`src/rtl/blk_word_serdes.sv`:
```
module blk_word_serdes #(
  parameter int WORD_W = 32,
  parameter int WORDS  = 4
) (
  input  logic                     clk,
  input  logic                     rst_n,
  input  logic                     enable,
  input  logic [1:0]               dtype,
  input  logic                     wr_stb,
  input  logic [WORD_W-1:0]        wr_data,
  input  logic                     rd_stb,
  output logic [WORD_W-1:0]        rd_data,
  output logic [WORD_W*WORDS-1:0]  in_blk,
  output logic                     in_valid,
  input  logic                     in_ready,
  input  logic [WORD_W*WORDS-1:0]  out_blk,
  input  logic                     done,
  output logic                     wr_err
);
  localparam int BLK_W = WORD_W * WORDS;
  localparam int CNT_W = (WORDS > 1) ? $clog2(WORDS) : 1;
  localparam logic [CNT_W-1:0] LAST = CNT_W'(WORDS - 1);

  logic [CNT_W-1:0]  in_cnt, out_cnt;
  logic [WORD_W-1:0] out_word;

  function automatic logic [WORD_W-1:0] swz(input logic [WORD_W-1:0] w, input logic [1:0] t);
    logic [WORD_W-1:0] r;
    r = w;
    case (t)
      2'b01: r = {w[WORD_W/2-1:0], w[WORD_W-1:WORD_W/2]};
      2'b10: for (int b = 0; b < WORD_W/8; b++) r[8*b +: 8] = w[WORD_W-8-8*b +: 8];
      2'b11: for (int i = 0; i < WORD_W; i++) r[i] = w[WORD_W-1-i];
      default: r = w;
    endcase
    return r;
  endfunction

  wire wr_take = enable && wr_stb && !in_valid;
  wire rd_take = enable && rd_stb && done;

  always_comb begin
    out_word = '0;
    for (int k = 0; k < WORDS; k++)
      if (out_cnt == CNT_W'(k)) out_word = out_blk[BLK_W-1-k*WORD_W -: WORD_W];
  end

  always_ff @(posedge clk or negedge rst_n) begin
    if (!rst_n) begin
      in_cnt   <= '0;
      in_blk   <= '0;
      in_valid <= 1'b0;
      wr_err   <= 1'b0;
    end else if (!enable) begin
      in_cnt   <= '0;
      in_valid <= 1'b0;
      wr_err   <= 1'b0;
    end else begin
      if (in_valid && in_ready) in_valid <= 1'b0;
      if (wr_stb && in_valid) wr_err <= 1'b1;
      if (wr_take) begin
        for (int k = 0; k < WORDS; k++)
          if (in_cnt == CNT_W'(k)) in_blk[BLK_W-1-k*WORD_W -: WORD_W] <= swz(wr_data, dtype);
        in_cnt <= (in_cnt == LAST) ? '0 : in_cnt + 1'b1;
        if (in_cnt == LAST) in_valid <= 1'b1;
      end
    end
  end

  always_ff @(posedge clk or negedge rst_n) begin
    if (!rst_n) begin
      out_cnt <= '0;
      rd_data <= '0;
    end else if (!enable) begin
      out_cnt <= '0;
    end else if (rd_stb) begin
      rd_data <= done ? swz(out_word, dtype) : '0;
      if (rd_take) out_cnt <= (out_cnt == LAST) ? '0 : out_cnt + 1'b1;
    end
  end
endmodule


```
`config.mk`:
```
export PLATFORM = sky130hd
export DESIGN_NAME = blk_word_serdes
export DESIGN_NICKNAME = d
export VERILOG_FILES = /design/src/rtl/blk_word_serdes.sv
export SDC_FILE = /design/constraint.sdc
export NUM_CORES = 1
export LEC_CHECK = 0
export BUFFER_PORTS_ARGS = -buffer_cell sky130_fd_sc_hd__buf_2
export CAP_MARGIN = 5
export CORE_AREA = 2 2 131 133
export DETAILED_ROUTE_END_ITERATION = 10
export DIE_AREA = 0 0 133 135
export PLACE_DENSITY = 0.92
export SLEW_MARGIN = 10
export SYNTH_ARGS = -nofsm -noshare
export SYNTH_HDL_FRONTEND = slang
export SYNTH_SLANG_ARGS = --single-unit
```
`constraint.sdc`:
```
create_clock -name clk -period 6.6 [get_ports clk]
set_input_delay 1.98 -clock clk [delete_from_list [all_inputs] [get_ports clk]]
set_output_delay 1.98 -clock clk [all_outputs]
set_load 0.03 [all_outputs]
```
==> metrics.md <==
| Metric | Value |
|---|---|
| Status | complete, no violations |
| Synth top area cells | dfrtp_1 (47%), o21ai_0 (9.0%), nand2_1 (7.2%), mux2_2 (4.1%), mux2i_1 (3.7%) |
| Core region area | 16400 µm² |
| Clock buffer depth | 2 |
| Leakage | 5.52 nW |
| Reg clk slew, reported paths | 0.07 ns |
| Area of the multi-input gates | 4320 µm² |
| N_diodes | 0 |
| Number of global-route vias before repair | 8473 |
| Remaining Overflow, GRT | 0 |
| Worst Hold Depth | 2 |
| RSZ-0062 raised after global routing | false |
| R2r endpoint | rd_data[23] |
| Post-CTS Setup Bufs | 0 |
| Worst-margin pin slew | 1.11 ns |
| Ys async rst share | 100% |
| Post-route ant nets | 0 |
| Port bufs | 330 |
| CP arrival | 4.08 ns |
| Dpl hpwl | 22.2 mm |
| Via count | 9188 |
| DR iter-0 viols | 926 |
| Main synth FF type | dfrtp_1 |
| Yosys reg bits | 166 |
| Die area | 18000 µm² |
| Area leader, netlist | dfrtp_1 |
| Max cap viols | 0 |
| Sequential area share after synthesis | 47.0% |
| GP Congestion | 0.997 |
| Avg Cell Area, Syn | 9.07 µm² |
| Ports | 331 |
| CTS tree | done |
| Clock sinks | 166 |
| Crit path time final | 3.83 ns |
| Post-Syn Nets | 1151 |
| Share of the synthesized area in the top cell type | 47.0% |
| Cell count after synthesis | 974 |
| Post-cts gate resize count | 0 |
| Worst Hold End | rd_data[24] |
| Row count | 47 |
| Initial Util | 53.9% |
| Fin. max-slew vios | 0 |
| R2r startpoint | out_cnt[0] |
| First-pass detailed-route iteration total | 8 |
| Hold Crit Class | reg -> reg |
| TritonCTS Buffers | 17 |
| Synth cell count leaders | nand2_1 (169), dfrtp_1 (166), o21ai_0 (159) |
| Slew headroom | 25.9% |
| YS warnings | 0 |
| Worst reg2reg path depth | 8 |
| Critical Path Start Type | input pin |
| Final hold vios | 0 |
| WHS | 0.472 ns |
| Unique masters post-synth | 53 |
| Final setup viols | 0 |
| Die H | 135 µm |
| Crit path max-delay family | buffers and inverters |
| Post-CTS Hold Buffers | 0 |
| Crit path cell chain | buf_4, buf_4, mux2_2, a21oi_1, o21ai_0 |
| Setup_tns | 0 ns |
| Count leader, synth | nand2_1 |
| Post-synth EDFFs | 0 |
| Worst IR drop on VDD | 0.226 mV |
| Worst Path Max Fanout | 65 |
| Kind of critical path | in -> reg |
| Worst EP required | 6.85 ns |
| R2r setup slk | 3.76 ns |
| Power per cell area | 323 nW/µm² |
| DR DRC count | 0 |
| Hold Path Origin | rd_data[24] |
| CP max stage delay | 0.74 ns |
| Routed wire per std cell | 20.3 µm |
| Initial antenna violation count | 0 |
| Root buf cell | clkbuf_16 |
| Ratio of cells with drive above 1 in the final layout | 32.9% |
| Reg area | 4150 µm² |
| Setup Skew | 0.00626 ns |
| Overall Power | 3.58 mW |
| Layout area overhead | 25.5% |
| Routed Wire Length | 30.2 mm |
| Buf/Inv on CP | 2 |
| Largest net degree at the start of global routing | 118 |
| H-tree depth | 4 |
| Via/cell ratio | 6.18 |
| Synthesized cell area | 8840 µm² |
| Overall Global Routing Usage | 33.5% |
| Clk_lat worst skew | 0.43 ns |
| First-pass GRT wire length | 46.7 mm |
| Die Span X | 133 µm |
| Worst setup EP type | flop |
| Critical path's slowest cell | buf_4 |
| Post-layout nets | 1430 |
| Max frequency | 261 MHz |
| Fill cell count | 1314 |
| Cell repeated most along the worst path | buf_4 |
| Fin crit share | 58.0% |
[worst max path at each step]
stage / from / endpoint / slack, ns / cells after the start
after floorplan: dtype[1] / in_blk[116] / 3.32 / 5
after global placement: dtype[1] / in_blk[65] / 2.49 / 5
after detailed placement: dtype[1] / in_blk[97] / 2.39 / 5
after CTS: dtype[1] / in_blk[97] / 2.86 / 5
after global routing: dtype[0] / rd_data[11] / 2.70 / 6
final: dtype[1] / in_blk[82] / 2.77 / 5
[state kept, by name, summed over array words and instances (netlist names)]
register,count
in_cnt,2
out_cnt,2
wr_err,1
in_blk,128
in_valid,1
rd_data,32
[cell type report]
class,instances,area share (%)
Tap cell,220,2.48
Inverter,9,0.305
Multi-Input combinational cell,720,39.0
Timing Repair Buffer,339,15.6
Sequential cell,166,37.5
Clock buffer,20,4.12
Clock inverter,12,1.09
[placed cells by master, fill, tap and decap left out, types with 11 or more instances in the layout]
| cell type | netlist | layout |
|---|---|---|
| nor2_1 | 58 | 58 |
| a221o_1 | 21 | 21 |
| a221oi_1 | 17 | 17 |
| o22ai_1 | 16 | 16 |
| dfrtp_1 | 166 | 166 |
| nand3_1 | 13 | 13 |
| o21ai_0 | 159 | 159 |
| buf_2 | 14 | 328 |
| mux2_2 | 32 | 32 |
| mux2i_1 | 33 | 33 |
| o211ai_1 | 11 | 11 |
| nand2_1 | 169 | 165 |
| clkbuf_16 | 0 | 17 |
| a21oi_1 | 58 | 58 |
| nor3_1 | 11 | 11 |
[cells by family after synthesis]
group | count (synthesis) | share of synthesized area (%)
adders and majority gates | 8 | 1.13
DFF | 166 | 47.0
and+or+nand+nor | 281 | 13.2
muxes | 65 | 7.82
buffers and inverters | 88 | 4.23
AOI/OAI and AO/OA | 366 | 26.6
[report_power, final]
| group | switching, mW | total (mW) | internal (mW) |
|---|---|---|---|
| combinational | 0.885 | 1.25 | 0.361 |
| clock | 0.421 | 0.967 | 0.545 |
| sequential | 0.133 | 1.37 | 1.24 |
| total | 1.44 | 3.58 | 2.14 |
[worst min-delay path, stage by stage, from the launching register on]
cell,delay [ns]
dfrtp_1,0.34
nand2_1,0.05
o31ai_1,0.05
[metrics by stage]
stage          util, %  setup slack [ns]  cell area (µm²)  cells
2_1_floorplan        -              3.32             8840    974
3_3_place_gp      64.1              2.49            10500   1454
3_5_place_dp      64.1              2.39            10500   1454
4_1_cts           67.6              2.86            11100   1486
5_1_grt           67.6              2.70            11100   1486
6_report          67.6              2.77            11100   1486
[layer usage]
metal / wire, µm / track usage (%) / part of all wire (%) / up-vias
met3: 2720 / 7.81 / 9.0 / 90
met5: 0 / 0 / 0 / -
met2: 13700 / 50.0 / 45 / 507
met1: 12700 / 47.2 / 42 / 4466
li1: - / - / - / 4125
met4: 1060 / 13.9 / 3.5 / 0
Note: power is estimated with default switching activity, not from simulation.
